<file path="src/rtl/wdg_pkg.sv">
package wdg_pkg;

  localparam int SEL_W   = 3;
  localparam int SHIFT_W = 4;
  localparam int PRE_W   = 12;  // enough for the largest divider (2^12)
  localparam int CFG_W   = 5;
  localparam int KEY_LSB = 8;
  localparam int KEY_W   = 8;

  // bit 4 mode, bit 3 enable, bits 2:0 divider select
  typedef struct packed {
    logic             mode;
    logic             en;
    logic [SEL_W-1:0] sel;
  } wdg_cfg_t;

  function automatic logic [SHIFT_W-1:0] div_shift(input logic [SEL_W-1:0] s);
    case (s)
      3'd0:    div_shift = 4'd1;
      3'd1:    div_shift = 4'd2;
      3'd2:    div_shift = 4'd3;
      3'd3:    div_shift = 4'd6;
      3'd4:    div_shift = 4'd7;
      3'd5:    div_shift = 4'd10;
      3'd6:    div_shift = 4'd11;
      default: div_shift = 4'd12;
    endcase
  endfunction

endpackage

</file>
<file path="src/rtl/wdg_prescale.sv">
module wdg_prescale
  import wdg_pkg::*;
(
  input  logic             clk,
  input  logic             rst_n,
  input  logic             clr_i,
  input  logic [SEL_W-1:0] sel_i,
  output logic             tick_o
);

  logic [PRE_W-1:0] pre_q, pre_d, mask;

  always_comb begin
    mask   = (PRE_W'(1) << div_shift(sel_i)) - PRE_W'(1);
    tick_o = ((pre_q & mask) == mask);
    pre_d  = clr_i ? '0 : pre_q + PRE_W'(1);
  end

  always_ff @(posedge clk or negedge rst_n) begin
    if (!rst_n) pre_q <= '0;
    else        pre_q <= pre_d;
  end

  // divider is at least 2, so ticks never come back to back
  a_r4_tick_spacing: assert property (@(posedge clk) disable iff (!rst_n)
    tick_o |=> !tick_o);

endmodule

</file>
<file path="src/rtl/wdg_count.sv">
module wdg_count #(
  parameter int CNT_W = 12
) (
  input  logic clk,
  input  logic rst_n,
  input  logic clr_i,
  input  logic en_i,
  input  logic tick_i,
  output logic ovf_o
);

  logic [CNT_W-1:0] cnt_q, cnt_d;
  logic             step;

  always_comb begin
    step  = en_i & tick_i;
    ovf_o = step & (&cnt_q);
    if (clr_i)     cnt_d = '0;
    else if (step) cnt_d = cnt_q + CNT_W'(1);
    else           cnt_d = cnt_q;
  end

  always_ff @(posedge clk or negedge rst_n) begin
    if (!rst_n) cnt_q <= '0;
    else        cnt_q <= cnt_d;
  end

  // a restart leaves the counter at zero
  a_r3_restart_zero: assert property (@(posedge clk) disable iff (!rst_n)
    clr_i |=> (cnt_q == '0));

  // a disabled counter does not advance
  a_r5_hold_when_off: assert property (@(posedge clk) disable iff (!rst_n)
    (!en_i && !clr_i) |=> $stable(cnt_q));

endmodule

</file>
<file path="src/rtl/wdg_access.sv">
module wdg_access
  import wdg_pkg::*;
#(
  parameter logic [KEY_W-1:0] KEY    = 8'h47,
  parameter int               DATA_W = 32
) (
  input  logic              clk,
  input  logic              rst_n,
  input  logic              wr_en_i,
  input  logic [DATA_W-1:0] wr_data_i,
  input  logic              timeout_i,
  output wdg_cfg_t          cfg_o,
  output logic              restart_o,
  output logic              fire_o,
  output logic              cause_o,
  output logic              pwfail_o
);

  wdg_cfg_t cfg_q, cfg_d;
  logic     cause_q, cause_d, pwfail_q, pwfail_d;
  logic     key_ok, good_wr, bad_wr;
  logic     unused_bits;

  assign unused_bits = ^{wr_data_i[DATA_W-1:KEY_LSB+KEY_W], wr_data_i[KEY_LSB-1:CFG_W]};

  always_comb begin
    key_ok    = (wr_data_i[KEY_LSB +: KEY_W] == KEY);
    good_wr   = wr_en_i & key_ok;
    bad_wr    = wr_en_i & ~key_ok;
    fire_o    = bad_wr | (timeout_i & ~good_wr);
    restart_o = good_wr;
    cfg_d     = good_wr ? wdg_cfg_t'(wr_data_i[CFG_W-1:0]) : cfg_q;
    cause_d   = fire_o ? 1'b1 : cause_q;
    if (bad_wr)      pwfail_d = 1'b1;
    else if (fire_o) pwfail_d = 1'b0;
    else             pwfail_d = pwfail_q;
  end

  always_ff @(posedge clk or negedge rst_n) begin
    if (!rst_n) begin
      cfg_q    <= '0;
      cause_q  <= 1'b0;
      pwfail_q <= 1'b0;
    end else begin
      cfg_q    <= cfg_d;
      cause_q  <= cause_d;
      pwfail_q <= pwfail_d;
    end
  end

  assign cfg_o    = cfg_q;
  assign cause_o  = cause_q;
  assign pwfail_o = pwfail_q;

  // a wrong key leaves the configuration alone
  a_r8_bad_keeps_cfg: assert property (@(posedge clk) disable iff (!rst_n)
    (wr_en_i && !key_ok) |=> $stable(cfg_q));

  // a wrong key raises both flags
  a_r9_bad_sets_flags: assert property (@(posedge clk) disable iff (!rst_n)
    (wr_en_i && !key_ok) |=> (pwfail_q && cause_q));

  // the cause flag never falls outside reset
  a_r10_cause_sticky: assert property (@(posedge clk) disable iff (!rst_n)
    cause_q |=> cause_q);

endmodule

</file>
<file path="src/rtl/wdg_action.sv">
module wdg_action #(
  parameter int RST_HOLD = 16
) (
  input  logic clk,
  input  logic rst_n,
  input  logic fire_i,
  input  logic mode_i,
  output logic irq_o,
  output logic rst_req_o
);

  localparam int HOLD_W = $clog2(RST_HOLD + 1);

  logic              irq_q, irq_d;
  logic [HOLD_W-1:0] hold_q, hold_d;

  always_comb begin
    irq_d = fire_i & ~mode_i;
    if (fire_i && mode_i)    hold_d = HOLD_W'(RST_HOLD);
    else if (hold_q != '0)   hold_d = hold_q - HOLD_W'(1);
    else                     hold_d = hold_q;
  end

  always_ff @(posedge clk or negedge rst_n) begin
    if (!rst_n) begin
      irq_q  <= 1'b0;
      hold_q <= '0;
    end else begin
      irq_q  <= irq_d;
      hold_q <= hold_d;
    end
  end

  assign irq_o     = irq_q;
  assign rst_req_o = (hold_q != '0);

  // an interrupt only follows an interrupt-mode action
  a_r6_irq_source: assert property (@(posedge clk) disable iff (!rst_n)
    irq_o |-> $past(fire_i && !mode_i));

  // the reset request only starts after a reset-mode action
  a_r7_req_source: assert property (@(posedge clk) disable iff (!rst_n)
    (rst_req_o && !$past(rst_req_o)) |-> $past(fire_i && mode_i));

endmodule

</file>
<file path="src/rtl/wdg_guard.sv">
module wdg_guard
  import wdg_pkg::*;
#(
  parameter int               CNT_W    = 12,
  parameter int               RST_HOLD = 16,
  parameter logic [KEY_W-1:0] KEY      = 8'h47
) (
  input  logic        clk,
  input  logic        rst_n,
  input  logic        wr_en,
  input  logic [31:0] wr_data,
  output logic [31:0] rd_data,
  output logic        irq,
  output logic        rst_req
);

  localparam int DATA_W = 32;
  localparam int STAT_W = CFG_W + 2;

  logic [1:0] rst_sync_q;
  logic       rst_int_n;
  wdg_cfg_t   cfg;
  logic       restart, fire, tick, ovf, cause, pwfail;

  // asynchronous assert, synchronous release
  always_ff @(posedge clk or negedge rst_n) begin
    if (!rst_n) rst_sync_q <= 2'b00;
    else        rst_sync_q <= {rst_sync_q[0], 1'b1};
  end
  assign rst_int_n = rst_sync_q[1];

  wdg_prescale u_prescale (
    .clk    (clk),
    .rst_n  (rst_int_n),
    .clr_i  (restart),
    .sel_i  (cfg.sel),
    .tick_o (tick)
  );

  wdg_count #(.CNT_W(CNT_W)) u_count (
    .clk    (clk),
    .rst_n  (rst_int_n),
    .clr_i  (restart),
    .en_i   (cfg.en),
    .tick_i (tick),
    .ovf_o  (ovf)
  );

  wdg_access #(.KEY(KEY), .DATA_W(DATA_W)) u_access (
    .clk       (clk),
    .rst_n     (rst_int_n),
    .wr_en_i   (wr_en),
    .wr_data_i (wr_data),
    .timeout_i (ovf),
    .cfg_o     (cfg),
    .restart_o (restart),
    .fire_o    (fire),
    .cause_o   (cause),
    .pwfail_o  (pwfail)
  );

  wdg_action #(.RST_HOLD(RST_HOLD)) u_action (
    .clk       (clk),
    .rst_n     (rst_int_n),
    .fire_i    (fire),
    .mode_i    (cfg.mode),
    .irq_o     (irq),
    .rst_req_o (rst_req)
  );

  assign rd_data = {{(DATA_W-STAT_W){1'b0}}, pwfail, cause, cfg};

  // a correct-key write on an overflow edge suppresses the action
  a_r11_write_wins: assert property (@(posedge clk) disable iff (!rst_int_n)
    (restart && ovf) |=> (!irq && !$rose(rst_req)));

endmodule

</file>
<file path="config.mk">
export PLATFORM = sky130hd
export DESIGN_NAME = wdg_guard
export DESIGN_NICKNAME = d
export VERILOG_FILES = /design/src/rtl/wdg_pkg.sv /design/src/rtl/wdg_prescale.sv /design/src/rtl/wdg_count.sv /design/src/rtl/wdg_access.sv /design/src/rtl/wdg_action.sv /design/src/rtl/wdg_guard.sv
export SDC_FILE = /design/constraint.sdc
export NUM_CORES = 1
export LEC_CHECK = 0
export ABC_AREA = 1
export ABC_CLOCK_PERIOD_IN_PS = 2800
export BUFFER_PORTS_ARGS = -buffer_cell sky130_fd_sc_hd__buf_2
export CAP_MARGIN = 5
export CORE_AREA = 2 2 70 79
export CTS_BUF_LIST = sky130_fd_sc_hd__clkbuf_16
export DETAILED_ROUTE_END_ITERATION = 12
export DIE_AREA = 0 0 72 81
export PLACE_DENSITY_LB_ADDON = 0.25
export SETUP_SLACK_MARGIN = 0.1
export SLEW_MARGIN = 20
export SYNTH_ARGS = -nofsm -noshare
export SYNTH_HDL_FRONTEND = slang
export SYNTH_SLANG_ARGS = --single-unit
</file>
<file path="constraint.sdc">
create_clock -name clk -period 2.8 [get_ports clk]
set_clock_uncertainty 0.15 [all_clocks]
set_input_delay 0.28 -clock clk [delete_from_list [all_inputs] [get_ports clk]]
set_output_delay 0.28 -clock clk [all_outputs]
set_load 0.02 [all_outputs]
</file>
---- After elaboration in Yosys (flattened, before gate mapping) ----
Index checks and enable logic that the tools add are counted.
Widths: inputs -> output; s select.
operators by class
  mux-type cells .......................... 8
  shifts and indexed selects .............. 1
  bitwise logic cells ..................... 11
  eq/ne operators ......................... 8
  $add $sub $neg .......................... 4
  reduce and logical (&&, ||, !) cells .... 7
operator list
  operator               number
  $mux 12                3
  $pmux 4 s7             1
  $add 12x1->12 const B  2
  $and 12x12->12         1
  $eq 12x12->1           1
  $reduce_and 12->1      1
  $shl 1x4->12 const A   1
  $sub 12x2->12 const B  1
  $mux 5                 2
  $eq 3x3->1 const B     3
  $eq 8x7->1 const B     1
  $and 1x1->1            6
  $eq 3x2->1 const B     2
  $reduce_bool 2->1      3
  $reduce_bool 5->1      1
  $sub 5x1->5 const B    1
  $eq 3x1->1 const B     1
  $logic_not 3->1        1
  $not 1->1              3
  $mux 1                 2
  $logic_and 1x1->1      1
  $or 1x1->1             1
storage, ports and cells
  bits of input ports ..................... 35
  register bits after elaboration ......... 39
  output and inout bits ................... 34

---- Longest topological paths before layout ----
  word-level depth ........................ 12
  gate-level depth with buffers ........... 12

---- Hierarchy ----
A second synthesis with hierarchy kept.
unflattened totals
  cells, all modules ...................... 305
  area, all modules ....................... 2337.2 µm²
by module, submodules not included
  module        area an instance (µm²)  sequential area each (µm²)  cells an instance  times used
  wdg_prescale  760.7                   300.3                       110                1
  wdg_count     656.9                   300.3                       84                 1
  wdg_access    339.1                   175.2                       43                 1
  wdg_action    320.3                   150.1                       37                 1
  wdg_guard     260.2                   50.0                        31                 1

---- Least setup slack after synthesis ----
Ideal clock, no wire load.
  kind .................................... reg2reg
  from .................................... register u_access.cfg_q, in the netlist u_access.cfg_o[2]
  to ...................................... register u_count.cnt_q[8]
  slack ................................... 878 ps
  arrival ................................. 1707 ps
  cell stages (with the launch flop) ...... 13
  library setup time ...................... 65 ps
  buffers on the path ..................... 1
  cell sequence ........................... dfrtp_1 > inv_2 > nand3_1 > ha_1 > nor2_1 > nor2_1 > nand3_2 > nor2_4 > nand2_4 > nand2_4 > buf_12 > nand3_2 > nand2_1
on the way
  cells in the longest elaborated chain, start to end .. 8
  elaborated cells between the ends (all ways) .. 14
  classes of those cells .................. 1 x add/sub; 7 x eq/ne; 1 x shift; 1 x mux; 2 x bitwise; 2 x reduce/logical
ends and longest elaborated chain
  what                                RTL line            source
  from (decl)                         wdg_access.sv:19    wdg_cfg_t cfg_q, cfg_d;
  from (signal assigned)              wdg_access.sv:45    cfg_q <= cfg_d;
  $eq 3x3->1 (tied with other cells)  wdg_pkg.sv:18       case (s)
  $pmux 4 s7 *                        wdg_pkg.sv:18
  $shl 1x4->12 *                      wdg_prescale.sv:14  mask = (PRE_W'(1) << div_shift(sel_i)) - PRE_W'(1);
  $sub 12x2->12 *                     wdg_prescale.sv:14
  $and 12x12->12                      wdg_prescale.sv:15  tick_o = ((pre_q & mask) == mask);
  $eq 12x12->1 *                      wdg_prescale.sv:15
  $and 1x1->1 *                       wdg_count.sv:16     step = en_i & tick_i;
  $reduce_bool 2->1 (no line) *       n/a
  to (signal assigned)                wdg_count.sv:25     else cnt_q <= cnt_d;
  to (decl)                           wdg_count.sv:12     logic [CNT_W-1:0] cnt_q, cnt_d;
Mark *: on every way between the ends. The rest lies on a longest branch, timed or not.
A chain may end at the register's enable or synchronous reset.

---- Worst setup path after layout ----
  from .................................... register u_access.cfg_q, in the netlist u_access.cfg_o[2]
  to ...................................... register u_count.cnt_q[3]
Same word-level chain as after synthesis.

==> flow_summary.json <==
{
  "cts-buffers-inserted": 5,
  "root_buffer": "clkbuf_16",
  "synth.avg_cell_area_um2": 8.173,
  "synth_edf_count": 0,
  "maxCapViolations": 0,
  "criticalPathCategory": "register to register",
  "grt_max_degree": 22,
  "hp-class": "input port to register",
  "synthFlopType": "dfrtp_1",
  "row_count": 28,
  "critPathSlowestCell": "dfrtp_1",
  "power.density_mw_per_mm2": 683.5,
  "yosys.cell_count.top_type": "nand2_1",
  "antenna_cells": 0,
  "post-place-cells": 378,
  "overflow": 0,
  "cts_resized": 0,
  "dr.pass1.iters": 4,
  "drive_above_1_share_pct": 20.80,
  "setup_viol": 0,
  "yosys.area.top_type_share_pct": 39.94,
  "crit_arrival_ns": 2.18,
  "endpoint_kind": "register",
  "async_flop_share_pct": 100.0,
  "clk_latency_ns": 0.28,
  "post_cts_buffers": 0,
  "relSlewSlack_pct": 43.94,
  "cp.required_ns": 2.81,
  "crit_family": "simple AND/OR/NAND/NOR gates",
  "drcViolationCount": 0,
  "wl_per_cell_um": 10.70,
  "finalHoldViolCount": 0,
  "syn_area_mm2": 0.002444,
  "grt_pass1_vias": 1614,
  "synth_compound_area_share_pct": 4.659,
  "tightest_slew_ns": 0.8409,
  "vias": 1818,
  "synth_cells": 299,
  "h-tree-depth": 2,
  "grt_pass1_wl_mm": 7.224,
  "setup_tns_ns": 0,
  "muxShareOfSynthArea_pct": 0.4096,
  "worst-path-max-fanout": 14,
  "synth_top_family_by_area": "simple AND/OR/NAND/NOR gates",
  "numClockSinks": 39,
  "gp_congestion": 0.7644,
  "total_power_mw": 1.827,
  "p_leak_nw": 1.358,
  "irDropWorstVdd_uv": 366.0,
  "crit_path_max_incr_delay_ns": 0.43,
  "core-area_mm2": 0.005150,
  "grt.total_usage_pct": 15.74,
  "period_minus_slack_ns": 2.165,
  "dieArea_mm2": 0.005832,
  "synthAdderAreaFrac_pct": 2.560,
  "crit_chain": "inv_2, nand3_1, ha_1, nor2_1, nor2_1, nand3_2, nor2_4, nand2_4, nand2_4, inv_2, nand2_1, nand2_1",
  "ys_seq_area_share_pct": 39.94,
  "port_buffers": 24,
  "die_h_um": 81,
  "postRouteAntennaNets": 0,
  "synth_top_area_cell": "dfrtp_1",
  "io_pins": 69,
  "dp_hpwl_mm": 3.068,
  "antenna_found_initial": 0,
  "whs_ns": 0.03907,
  "initial_utilization_pct": 47.45,
  "synth.top_cells.by_area": "dfrtp_1 40%, nand2_1 12%, buf_4 9.8%, nand3_2 5.3%, inv_1 4.3%",
  "first_iter_violations": 79,
  "slew_violations": 0,
  "ys_seq_elements": 39,
  "crit_buf_inv": 2,
  "synth_cell_type_count": 31,
  "cts_hold_buf": 1,
  "finalCritPeriodShare_pct": 77.33,
  "synth-xor-area-share_pct": 4.659,
  "viasPerCell": 4.698,
  "cts_max_path_buffers": 2,
  "stdcell_count": 387,
  "timing.fmax_mhz": 461.8,
  "ys_warn_count": 0,
  "yosys.area_share.simple_pct": 31.44,
  "routed_wl_mm": 4.142,
  "die_x_um": 72,
  "cts_tree": "done",
  "area_growth_pct": 9.421,
  "rsz0062_at_grt": "false",
  "clk_pin_slew_ns": 0.06,
  "status": "complete, no violations",
  "critPathLaunchType": "register",
  "final_nets": 366,
  "synth_common_cells": "76 x nand2_1, 39 x dfrtp_1, 32 x buf_4, 28 x inv_1"
}
## cell type report
type | instances | area, µm²
Clock buffer | 5 | 125.1
Timing Repair Buffer | 28 | 152.6
Tap cell | 60 | 75.07
Inverter | 35 | 131.4
Sequential cell | 39 | 975.9
Multi-Input combinational cell | 217 | 1170
Fill cell | 486 | 2476
Clock inverter | 3 | 43.79
## layer usage
layer / track usage [%] / part of all wire [%]
met4: 5.094 / 1.5
met2: 25.00 / 46
met5: 0 / 0
met1: 21.16 / 48
met3: 3.846 / 4.1
## cell usage in the layout (no fill, tap or decap), drive strengths merged
cell and n:
buf 27, clkbuf 5, bufinv 1, conb 27, mux2i 1, nand2 80, nor4 1, nand4 5
inv 34, or2 4, o21ai 10, dfrtp 39, nor3 8, xor2 9, nor3b 1, xnor2 4
nor2 20, clkinv 3, a21oi 9, ha 5, dlygate4sd3 1, nand3 31, o21bai 2
## cell families (layout without fill, tap and decap cells)
| family | after synthesis | in the layout |
|---|---|---|
| AOI/OAI and AO/OA | 21 | 21 |
| xor gates and xnor gates | 13 | 13 |
| other | 2 | 27 |
| and+or+nand+nor | 150 | 150 |
| DFF | 39 | 39 |
| adders and majority gates | 5 | 5 |
| buffers and inverters | 68 | 71 |
| muxes | 1 | 1 |
## tightest hold or removal path, cell delays in order
cell and delay, ns:
buf_2 0.07, nand2_1 0.04, nand2_1 0.04
## power breakdown
part	internal, mW	total, mW	switching (mW)
logic	0.164	0.397	0.233
registers	0.672	0.786	0.113
clock network	0.420	0.645	0.225
## per-stage QoR
step / cell area [µm²] / setup WS, ns / util, %
finish: 2674 / 0.6347 / 51.92
detailed placement: 2495 / 0.6416 / 48.45
global route: 2674 / 0.4414 / 51.92
CTS: 2674 / 0.6141 / 51.92
floorplan: 2537 / 0.8782 / -
global placement: 2495 / 0.6562 / 48.45
## sequential cells by signal (all words and copies together), names as in the netlist
name	cells
u_access.cfg_o	5
rst_sync_q	2
u_count.cnt_q	12
u_action.hold_q	5
u_access.cause_o	1
u_prescale.pre_q	12
u_action.irq_o	1
u_access.pwfail_o	1
## final timing paths
check | endpoint | slack (ns) | cells after the start | from
worst max-delay path | u_count.cnt_q[3] | 0.63 | 12 | u_access.cfg_o[2]
worst min-delay path | u_access.cfg_o[4] | 0.04 | 3 | wr_data[4]
worst max register to register | u_count.cnt_q[3] | 0.63 | 12 | u_access.cfg_o[2]
worst min register to register | u_prescale.pre_q[7] | 0.20 | 0 | rst_sync_q[1]
max in group asynchronous | u_prescale.pre_q[5] | 1.65 | 1 | rst_sync_q[1]
min in group asynchronous | rst_sync_q[1] | 0.16 | 2 | rst_n
Note: power is estimated with default switching activity, not from simulation.
